File: src/rtl/sw_pkg.sv
package sw_pkg;
    // link word layout
    localparam int LINK_END_BIT   = 0;
    localparam int LINK_QH_BIT    = 1;
    localparam int LINK_DEPTH_BIT = 2;
    localparam int LINK_ADDR_LSB  = 4;

    // status word layout
    localparam int STAT_LIVE_BIT  = 23;
    localparam int STAT_STALL_BIT = 22;
    localparam int STAT_NAK_BIT   = 19;
    localparam int STAT_CRC_BIT   = 18;
    localparam int STAT_STUFF_BIT = 17;
    localparam int LEN_W          = 11;
    localparam int FLAG_W         = 4;

    typedef enum logic [3:0] {
        ST_IDLE,
        ST_RD_FL,
        ST_LINK,
        ST_RD_QH0,
        ST_RD_QH1,
        ST_RD_TD0,
        ST_RD_TD1,
        ST_EXEC,
        ST_WR_TD,
        ST_WR_QH,
        ST_AFTER
    } walk_st_e;
endpackage

File: src/rtl/sw_link_dec.sv
module sw_link_dec
    import sw_pkg::*;
#(
    parameter int W = 32
) (
    input  logic [W-1:0] link_word,
    output logic [W-1:0] elem_addr,
    output logic         is_qh,
    output logic         is_end,
    output logic         depth_first
);
    logic unused_rsvd;

    assign elem_addr   = {link_word[W-1:LINK_ADDR_LSB], {LINK_ADDR_LSB{1'b0}}};
    assign is_qh       = link_word[LINK_QH_BIT];
    assign is_end      = link_word[LINK_END_BIT];
    assign depth_first = link_word[LINK_DEPTH_BIT];
    assign unused_rsvd = link_word[3];
endmodule

File: src/rtl/sw_stat_merge.sv
module sw_stat_merge
    import sw_pkg::*;
#(
    parameter int W = 32
) (
    input  logic [W-1:0]      old_word,
    input  logic [FLAG_W-1:0] flags,
    input  logic [LEN_W-1:0]  act_len,
    output logic [W-1:0]      new_word
);
    localparam int FLAG_POS [FLAG_W] = '{STAT_STUFF_BIT, STAT_CRC_BIT, STAT_NAK_BIT, STAT_STALL_BIT};

    always_comb begin
        new_word = old_word;
        new_word[STAT_LIVE_BIT] = 1'b0;
        for (int i = 0; i < FLAG_W; i++) begin
            new_word[FLAG_POS[i]] = flags[i];
        end
        new_word[LEN_W-1:0] = act_len;
    end
endmodule

File: src/rtl/sw_frame_ctr.sv
module sw_frame_ctr #(
    parameter int FN_W = 11
) (
    input  logic            clk,
    input  logic            rst_n,
    input  logic            tick,
    input  logic            start,
    output logic [FN_W-1:0] frame_num,
    output logic            tick_any
);
    logic [FN_W-1:0] fn_d, fn_q;
    logic            pend_d, pend_q;

    assign tick_any  = tick | pend_q;
    assign frame_num = fn_q;

    always_comb begin
        fn_d   = fn_q;
        pend_d = pend_q | tick;
        if (start) begin
            fn_d   = fn_q + FN_W'(1);
            pend_d = 1'b0;
        end
    end

    always_ff @(posedge clk) begin
        if (!rst_n) begin
            fn_q   <= '0;
            pend_q <= 1'b0;
        end else begin
            fn_q   <= fn_d;
            pend_q <= pend_d;
        end
    end
endmodule

File: src/rtl/sched_walker.sv
module sched_walker
    import sw_pkg::*;
#(
    parameter int W          = 32,
    parameter int FN_W       = 11,
    parameter int FL_ENTRIES = 1024,
    parameter int MAX_ELEMS  = 64
) (
    input  logic              clk,
    input  logic              rst_n,
    input  logic              frame_tick,
    input  logic [W-1:0]      list_base,
    output logic [FN_W-1:0]   frame_num,
    output logic              mem_req,
    output logic              mem_we,
    output logic [W-1:0]      mem_addr,
    output logic [W-1:0]      mem_wdata,
    input  logic              mem_ack,
    input  logic [W-1:0]      mem_rdata,
    output logic              exec_req,
    output logic [W-1:0]      exec_td_addr,
    input  logic              exec_done,
    input  logic [FLAG_W-1:0] exec_flags,
    input  logic [LEN_W-1:0]  exec_len
);
    localparam int         IDX_W     = $clog2(FL_ENTRIES);
    localparam int         CNT_W     = $clog2(MAX_ELEMS + 1);
    localparam logic [W-1:0] WORD_OFS = W'(W / 8);

    typedef struct packed {
        walk_st_e          st;
        logic [W-1:0]      link;
        logic              ctx;
        logic [W-1:0]      qh_addr;
        logic [W-1:0]      qh_horiz;
        logic [W-1:0]      td_addr;
        logic [W-1:0]      td_link;
        logic [W-1:0]      td_word2;
        logic [FLAG_W-1:0] flags;
        logic [LEN_W-1:0]  len;
        logic [CNT_W-1:0]  cnt;
        logic [W-1:0]      fl_addr;
    } walk_t;

    walk_t d, q;

    logic         tick_any;
    logic         walk_start;
    logic [W-1:0] cur_addr;
    logic         cur_qh, cur_end;
    logic         unused_cur_depth;
    logic         td_depth;
    logic [W-1:0] unused_td_addr;
    logic         unused_td_qh, unused_td_end;
    logic [W-1:0] merged_word;
    logic [W-1:0] fl_entry_addr;
    logic         exec_ok;
    logic         unused_base;

    sw_frame_ctr #(.FN_W(FN_W)) u_fctr (
        .clk       (clk),
        .rst_n     (rst_n),
        .tick      (frame_tick),
        .start     (walk_start),
        .frame_num (frame_num),
        .tick_any  (tick_any)
    );

    sw_link_dec #(.W(W)) u_cur_dec (
        .link_word   (q.link),
        .elem_addr   (cur_addr),
        .is_qh       (cur_qh),
        .is_end      (cur_end),
        .depth_first (unused_cur_depth)
    );

    sw_link_dec #(.W(W)) u_td_dec (
        .link_word   (q.td_link),
        .elem_addr   (unused_td_addr),
        .is_qh       (unused_td_qh),
        .is_end      (unused_td_end),
        .depth_first (td_depth)
    );

    sw_stat_merge #(.W(W)) u_merge (
        .old_word (q.td_word2),
        .flags    (q.flags),
        .act_len  (q.len),
        .new_word (merged_word)
    );

    assign fl_entry_addr = {list_base[W-1:IDX_W+2], frame_num[IDX_W-1:0], 2'b00};
    assign unused_base   = ^list_base[IDX_W+1:0];
    assign exec_ok       = (q.flags == '0);

    // next-state logic
    always_comb begin
        d          = q;
        walk_start = 1'b0;
        case (q.st)
            ST_IDLE: begin
                if (tick_any) begin
                    walk_start = 1'b1;
                    d.st       = ST_RD_FL;
                    d.fl_addr  = fl_entry_addr;
                    d.ctx      = 1'b0;
                    d.cnt      = '0;
                end
            end
            ST_RD_FL: begin
                if (mem_ack) begin
                    d.link = mem_rdata;
                    d.st   = ST_LINK;
                end
            end
            ST_LINK: begin
                if (tick_any) begin
                    walk_start = 1'b1;
                    d.st       = ST_RD_FL;
                    d.fl_addr  = fl_entry_addr;
                    d.ctx      = 1'b0;
                    d.cnt      = '0;
                end else if (cur_end) begin
                    if (q.ctx) begin
                        d.link = q.qh_horiz;
                        d.ctx  = 1'b0;
                    end else begin
                        d.st = ST_IDLE;
                    end
                end else if (q.cnt == CNT_W'(MAX_ELEMS)) begin
                    d.st = ST_IDLE;
                end else begin
                    d.cnt = q.cnt + CNT_W'(1);
                    if (cur_qh) begin
                        d.qh_addr = cur_addr;
                        d.st      = ST_RD_QH0;
                    end else begin
                        d.td_addr = cur_addr;
                        d.st      = ST_RD_TD0;
                    end
                end
            end
            ST_RD_QH0: begin
                if (mem_ack) begin
                    d.qh_horiz = mem_rdata;
                    d.st       = ST_RD_QH1;
                end
            end
            ST_RD_QH1: begin
                if (mem_ack) begin
                    d.link = mem_rdata;
                    d.ctx  = 1'b1;
                    d.st   = ST_LINK;
                end
            end
            ST_RD_TD0: begin
                if (mem_ack) begin
                    d.td_link = mem_rdata;
                    d.st      = ST_RD_TD1;
                end
            end
            ST_RD_TD1: begin
                if (mem_ack) begin
                    d.td_word2 = mem_rdata;
                    if (mem_rdata[STAT_LIVE_BIT]) begin
                        d.st = ST_EXEC;
                    end else if (q.ctx) begin
                        d.link = q.qh_horiz;
                        d.ctx  = 1'b0;
                        d.st   = ST_LINK;
                    end else begin
                        d.link = q.td_link;
                        d.st   = ST_LINK;
                    end
                end
            end
            ST_EXEC: begin
                if (exec_done) begin
                    d.flags = exec_flags;
                    d.len   = exec_len;
                    d.st    = ST_WR_TD;
                end
            end
            ST_WR_TD: begin
                if (mem_ack) begin
                    d.st = (q.ctx && exec_ok) ? ST_WR_QH : ST_AFTER;
                end
            end
            ST_WR_QH: begin
                if (mem_ack) begin
                    d.st = ST_AFTER;
                end
            end
            ST_AFTER: begin
                d.st = ST_LINK;
                if (q.ctx) begin
                    if (exec_ok && td_depth) begin
                        d.link = q.td_link;
                    end else begin
                        d.link = q.qh_horiz;
                        d.ctx  = 1'b0;
                    end
                end else begin
                    d.link = q.td_link;
                end
            end
            default: d.st = ST_IDLE;
        endcase
    end

    // port drive from registered state
    always_comb begin
        mem_req   = 1'b0;
        mem_we    = 1'b0;
        mem_addr  = '0;
        mem_wdata = '0;
        case (q.st)
            ST_RD_FL: begin
                mem_req  = 1'b1;
                mem_addr = q.fl_addr;
            end
            ST_RD_QH0: begin
                mem_req  = 1'b1;
                mem_addr = q.qh_addr;
            end
            ST_RD_QH1: begin
                mem_req  = 1'b1;
                mem_addr = q.qh_addr + WORD_OFS;
            end
            ST_RD_TD0: begin
                mem_req  = 1'b1;
                mem_addr = q.td_addr;
            end
            ST_RD_TD1: begin
                mem_req  = 1'b1;
                mem_addr = q.td_addr + WORD_OFS;
            end
            ST_WR_TD: begin
                mem_req   = 1'b1;
                mem_we    = 1'b1;
                mem_addr  = q.td_addr + WORD_OFS;
                mem_wdata = merged_word;
            end
            ST_WR_QH: begin
                mem_req   = 1'b1;
                mem_we    = 1'b1;
                mem_addr  = q.qh_addr + WORD_OFS;
                mem_wdata = q.td_link;
            end
            default: ;
        endcase
    end

    assign exec_req     = (q.st == ST_EXEC);
    assign exec_td_addr = q.td_addr;

    always_ff @(posedge clk) begin
        if (!rst_n) begin
            q    <= '0;
            q.st <= ST_IDLE;
        end else begin
            q <= d;
        end
    end
endmodule

File: config.mk
export PLATFORM = sky130hd
export DESIGN_NAME = sched_walker
export DESIGN_NICKNAME = d
export VERILOG_FILES = /design/src/rtl/sw_pkg.sv /design/src/rtl/sw_link_dec.sv /design/src/rtl/sw_stat_merge.sv /design/src/rtl/sw_frame_ctr.sv /design/src/rtl/sched_walker.sv
export SDC_FILE = /design/constraint.sdc
export NUM_CORES = 1
export LEC_CHECK = 0
export ABC_AREA = 0
export BUFFER_PORTS_ARGS = -buffer_cell sky130_fd_sc_hd__buf_2
export CORE_AREA = 2 2 173 175
export CTS_CLUSTER_SIZE = 24
export DETAILED_ROUTE_END_ITERATION = 8
export DIE_AREA = 0 0 175 177
export PLACE_DENSITY_LB_ADDON = 0.05
export SYNTH_ARGS = -nofsm -noshare
export SYNTH_HDL_FRONTEND = slang
export SYNTH_HIERARCHICAL = 1
export SYNTH_SLANG_ARGS = --single-unit
File: constraint.sdc
create_clock -name clk -period 3.9 [get_ports clk]
set_input_delay 0.39 -clock clk [delete_from_list [all_inputs] [get_ports clk]]
set_output_delay 0.39 -clock clk [all_outputs]
set_load 0.01 [all_outputs]
==> results.tsv, run 1 <==
stage	metric	value	unit
power_and_ir_drop	total power draw	0.00850	W
synthesis	Synth Instances	1719	
placed_design	Post-Place Cells	2102	
routing	DRC viols	0	
sta	max-slew violation count	0	
finish	Net count, final	1842	
grt	M2 GR Usage	0.385	
sta	Tmin final	3850	ps
finish	Seq. cell area	4840	um^2
placed_design	dpl ws	275	ps
worst_setup_path	worst-path cell chain	buf_8, or4b_4, a21boi_4, buf_12, mux2i_2, nor3_2, nand4_1, buf_6, or4_1, o211ai_1, buf_2	
power_and_ir_drop	P_sw	0.00326	W
power_and_ir_drop	clock share of power	0.288	
synthesis	post-synthesis cell area	13400	um^2
floorplanning	initial core utilization	0.459	
power_and_ir_drop	Seq pwr share	0.353	
sta	relative slew slack	0.238	
sta	setup violators final	0	
floorplanning	Die Y	177	um
finish	Multi-input gate area	7350	um^2
clocking	clock root buffer master	clkbuf_16	
run	Max-Cap Viols	0	
clocking	Clk Latency, worst-skew pair	550	ps
finish	most common cell after layout, fill and taps aside	nand2_1	
sta	Final Hold Viols	0	
min_path	Hold Path Class	input port to flip-flop	
worst_setup_path	Worst setup SP type	flip-flop	
clocking	number of buffers created by CTS	27	
placed_design	Final Wtd Congestion	0.889	
grt	gr usage total	0.251	
min_path	Hold Path Cell Cnt	3	
grt	pin count of the biggest net entering global routing	91	
routing	initial DRC count	1021	
outcome	status	finished, final reports clean	
worst_setup_path	worst path bufs/invs	4	
clocking	H-tree lvl count	1	
worst_setup_path	delay-heaviest family, CP	simple AND/OR/NAND/NOR gates	
grt	antenna violations before repair	2	
worst_setup_path	R2R cell count	5	
placed_design	Placed Area	13900	um^2
synthesis	Mean Syn Cell Area	7.82	um^2
floorplanning	Die W	175	um
clocking	# clock sinks	241	
clocking	clk buf depth	3	
grt	first-pass GRT wire length	62700	um
worst_setup_path	Critical Path Stages	11	
finish	highest-count cells in the layout ignoring fill and taps	nand2_1 (462), dfxtp_1 (237), a21boi_0 (184)	
synthesis	YS warnings	6	
sta	worst slew pin tran	1140	ps
worst_setup_path	Worst Path Arrival	3460	ps
clocking	CTS tree	yes	
routing	Detailed Routing Iterations Pass 1	6	
grt	total global routing overflow	0	
placed_design	I/O Buffers	181	
sta	fin worst setup slack	52.0	ps
power_and_ir_drop	leak pwr	5.35	nW
worst_setup_path	CP Capture Type	output pin	
finish	Finished Cell Area	15000	um^2
sta	setup TNS	0	ps
routing	final WL	39500	um
routing	DR vias	12100	
grt	met3 Usage GRT	0.0376	
worst_setup_path	CP max FO	10	
clocking	Worst-path clk slew	60	ps
finish	Area growth syn-to-layout	11.7	%
clocking	hold_buf cts	0	
grt	M1 GR Usage	0.369	
routing	wire per inst	18.2	um
floorplanning	Site Rows	63	
worst_setup_path	flop-to-flop setup slack	720	ps
power_and_ir_drop	Net Sw Frac	0.384	
power_and_ir_drop	peak supply drop	0.000416	V
power_and_ir_drop	combinational fraction of design power	0.358	
worst_setup_path	Slowest cell on crit path	or4b_4	
floorplanning	core area	29200	um^2
placed_design	DP HPWL	26800	um
worst_setup_path	Crit Path Category	flip-flop to output pin	
grt	vias in the first global route	11100	
power_and_ir_drop	Pwr per Cell Area	566	nW/um^2
floorplanning	num ports	194	
grt	GRT busiest layer	met2	
worst_setup_path	CP peak stage delay	580	ps
power_and_ir_drop	Internal	0.00523	W
worst_setup_path	worst path required time	3510	ps
sta	unrepaired setup endpoints after global routing	yes	
sta	skew final	11.8	ps
sta	fmax	260	MHz
finish	FILL cells	2914	
routing	Antenna Nets Post-Route	0	
finish	share of cells above drive strength 1	0.188	
finish	Finished Layout Cells	2166	
floorplanning	Die Footprint	31000	um^2
routing	Via density	5.58	
sta	Final period util	0.987	
==> flip-flops by register name, summed over array words and instances (netlist names) <==
| register | flops |
|---|---|
| q | 197 |
| exec_td_addr | 32 |
| u_fctr/frame_num | 11 |
| u_fctr/pend_q | 1 |
==> path summary, 6_finish.rpt <==
kind,startpoint,endpoint
worst max-delay path,q[250],mem_addr[26]
worst min-delay path,list_base[29],q[29]
worst max register to register,q[247],q[50]
worst min register to register,q[42],q[42]
==> routing by layer <==
metal,share of wire,vias up
met2,0.43,355
met4,0.022,2
met3,0.060,49
met1,0.48,5755
met5,0.00033,-
li1,-,5919
==> metrics by stage <==
step / util / hold slack, ps
2_1_floorplan: - / 426
3_3_place_gp: 0.475 / 449
3_5_place_dp: 0.475 / 456
4_1_cts: 0.508 / 72.6
5_1_grt: 0.513 / 89.4
6_report: 0.513 / 91.5
==> timing repair <==
item,CTS,global route
endpoints found under the hold margin,0,0
gates cloned,0,0
buffers inserted,7,6
pin swaps,6,11
setup endpoints to repair,13,13
gates resized for setup,7,19
==> power by group through the flow <==
stage               Clock (W)  Combinational (W)  Sequential (W)
CTS                   0.00251            0.00295         0.00300
global placement            0            0.00284         0.00306
detailed placement          0            0.00287         0.00307
finish                0.00245            0.00304         0.00300
global route          0.00262            0.00331         0.00304
floorplan                   0            0.00230         0.00288
==> worst reg2reg max path, delay by kind of cell (launching register included) <==
family | cells | cell delay [ps]
compound gates | 1 | 190
simple gates | 3 | 1780
flops | 1 | 450
buf+inv | 1 | 680
==> layout make-up <==
cell class                      count  share of cell area
Multi-Input combinational cell   1234               0.490
Sequential cell                   241               0.322
Timing Repair Buffer              236              0.0950
Clock buffer                       41              0.0512
Tap cell                          390              0.0325
Clock inverter                      9             0.00533
Inverter                           14             0.00350
Antenna cell                        1            0.000167
Power figures use the tool's default switching activity.
==> run 2: changes to the inputs <==
--- a/config.mk
+++ b/config.mk
@@ -7,10 +7,10 @@
 export LEC_CHECK = 0
 export ABC_AREA = 0
 export BUFFER_PORTS_ARGS = -buffer_cell sky130_fd_sc_hd__buf_2
-export CORE_AREA = 2 2 173 175
+export CORE_AREA = 2 2 244 126
 export CTS_CLUSTER_SIZE = 24
 export DETAILED_ROUTE_END_ITERATION = 8
-export DIE_AREA = 0 0 175 177
+export DIE_AREA = 0 0 246 128
 export PLACE_DENSITY_LB_ADDON = 0.05
 export SYNTH_ARGS = -nofsm -noshare
 export SYNTH_HDL_FRONTEND = slang
==> run 2 against run 1 <==
  * Clock skew grew 0.69 ps
  * Critical path depth is 3 lower
  * Sequential cell count unchanged
  * Sequential power decreased by 2%
  * Global-route usage is 0.24 points higher
  * Register-to-register slack improved by 130 ps
  * Combinational power increased by 2%
  * First-iteration DRC count grew 4.9%
  * Hold slack improved by 7.0 ps
  * Critical path type unchanged
  * Largest power group unchanged
==> results.tsv, run 2 (synthesized netlist as in run 1, its figures left out) <==
stage	metric	value	unit
outcome	status	finished, final reports clean	
clocking	CTS tree	yes	
floorplanning	num ports	194	
worst_setup_path	flop-to-flop setup slack	850	ps
finish	FILL cells	2896	
sta	Tmin final	3800	ps
sta	Final Hold Viols	0	
min_path	Hold Startpoint	exec_len[5]	
sta	max-slew violation count	0	
power_and_ir_drop	total power draw	0.00843	W
routing	initial DRC count	1071	
floorplanning	Die Footprint	31500	um^2
routing	wire per inst	18.9	um
placed_design	dpl ws	276	ps
sta	skew final	12.5	ps
finish	Core Util, Final	0.503	
routing	Via density	5.62	
sta	fmax	263	MHz
floorplanning	initial core utilization	0.454	
floorplanning	Die Y	128	um
sta	fin worst setup slack	102	ps
sta	unrepaired setup endpoints after global routing	yes	
min_path	hold endpoint	q[44]	
worst_setup_path	Crit Path Category	flip-flop to output pin	
clocking	clk buf depth	3	
power_and_ir_drop	leak pwr	5.29	nW
worst_setup_path	reg2reg start	q[247]	
clocking	Worst-path clk slew	70	ps
placed_design	DP HPWL	28700	um
routing	final WL	41000	um
min_path	Hold Path Cell Cnt	3	
sta	setup TNS	0	ps
routing	Antenna Nets Post-Route	0	
finish	share of cells above drive strength 1	0.185	
min_path	Hold Path Class	input port to flip-flop	
worst_setup_path	worst path required time	3510	ps
finish	max FFs per register	197	
routing	Detailed Routing Iterations Pass 1	5	
placed_design	I/O Buffers	181	
grt	gr usage total	0.253	
worst_setup_path	worst reg2reg endpoint	q[226]	
sta	setup violators final	0	
worst_setup_path	Worst setup SP type	flip-flop	
worst_setup_path	CP max FO	14	
clocking	clock root buffer master	clkbuf_16	
grt	antenna violations before repair	1	
sta	relative slew slack	0.294	
grt	pin count of the biggest net entering global routing	113	
finish	Reg with most FFs	q	
worst_setup_path	CP Capture Type	output pin	
floorplanning	core area	29600	um^2
finish	Net count, final	1835	
placed_design	Placed Area	13900	um^2
run	Max-Cap Viols	0	
floorplanning	Die W	246	um
worst_setup_path	Worst Path Arrival	3410	ps
finish	Area growth syn-to-layout	10.7	%
clocking	hold_buf cts	0	
finish	highest-count cells in the layout ignoring fill and taps	nand2_1 (462), dfxtp_1 (237), a21boi_0 (184)	
grt	vias in the first global route	11100	
finish	Finished Cell Area	14900	um^2
power_and_ir_drop	Pwr per Cell Area	567	nW/um^2
routing	DRC viols	0	
power_and_ir_drop	peak supply drop	0.000387	V
routing	DR vias	12200	
clocking	H-tree lvl count	1	
grt	first-pass GRT wire length	63500	um
worst_setup_path	R2R cell count	9	
finish	most common cell after layout, fill and taps aside	nand2_1	
clocking	Clk Latency, worst-skew pair	540	ps
grt	total global routing overflow	0	
clocking	# clock sinks	241	
floorplanning	Site Rows	45	
clocking	number of buffers created by CTS	24	
sta	worst slew pin tran	1060	ps
sta	Final period util	0.974	
placed_design	Final Wtd Congestion	0.884	
[run 2: what timing repair did]
item	CTS	global route
gates cloned	0	1
pin swaps	4	3
setup buffers	4	2
setup endpoints to repair	11	14
gates resized for setup	9	14
[run 2: layout make-up]
| cell class | instances | area, um^2 | area share |
|---|---|---|---|
| inverter | 14 | 52.6 | 0.00353 |
| timing repair buffer | 232 | 1370 | 0.0924 |
| multi-input combinational | 1234 | 7320 | 0.492 |
| clock inverter | 8 | 81.3 | 0.00547 |
| clock buffer | 33 | 706 | 0.0475 |
| tap | 399 | 499 | 0.0336 |
| antenna | 1 | 2.50 | 0.000168 |
| sequential | 241 | 4830 | 0.325 |
[run 2: critical path, cell delays in order (launching register included)]
cell and delay (ps):
dfxtp_4 420, or4b_4 550, a21boi_4 210, or2_1 300, a211oi_4 340, nand4bb_1 240
o31a_1 330, o32ai_1 270, buf_2 200
[run 2: per-layer routing]
| metal | up-vias | track usage | wire length (um) |
|---|---|---|---|
| met5 | - | 0 | 0 |
| met1 | 5876 | 0.385 | 20600 |
| met3 | 38 | 0.0352 | 2350 |
| met2 | 342 | 0.384 | 17500 |
| met4 | 0 | 0.0392 | 529 |
| li1 | 5900 | - | - |
[run 2: worst max-delay path by stage]
stage            from           end  slack (ps)
4_1_cts        q[248]  mem_addr[29]          20
3_5_place_dp   q[248]  mem_addr[30]         280
5_1_grt        q[249]  mem_addr[31]         -60
6_report       q[248]  mem_addr[31]         100
2_1_floorplan  q[249]  mem_addr[28]         790
3_3_place_gp   q[249]  mem_addr[30]         390
[run 2: through the flow]
step | cells | hold slack, ps
2_1_floorplan | 1722 | 426
3_3_place_gp | 2113 | 449
3_5_place_dp | 2113 | 456
4_1_cts | 2158 | 84.4
5_1_grt | 2162 | 95.0
6_report | 2162 | 98.4
[run 2: report_power, final]
group | total [W] | leakage (nW) | internal, W | switching (W)
Clock | 0.00237 | 0.388 | 0.00133 | 0.00103
Combinational | 0.00311 | 2.95 | 0.00109 | 0.00202
Sequential | 0.00295 | 1.95 | 0.00271 | 0.000240
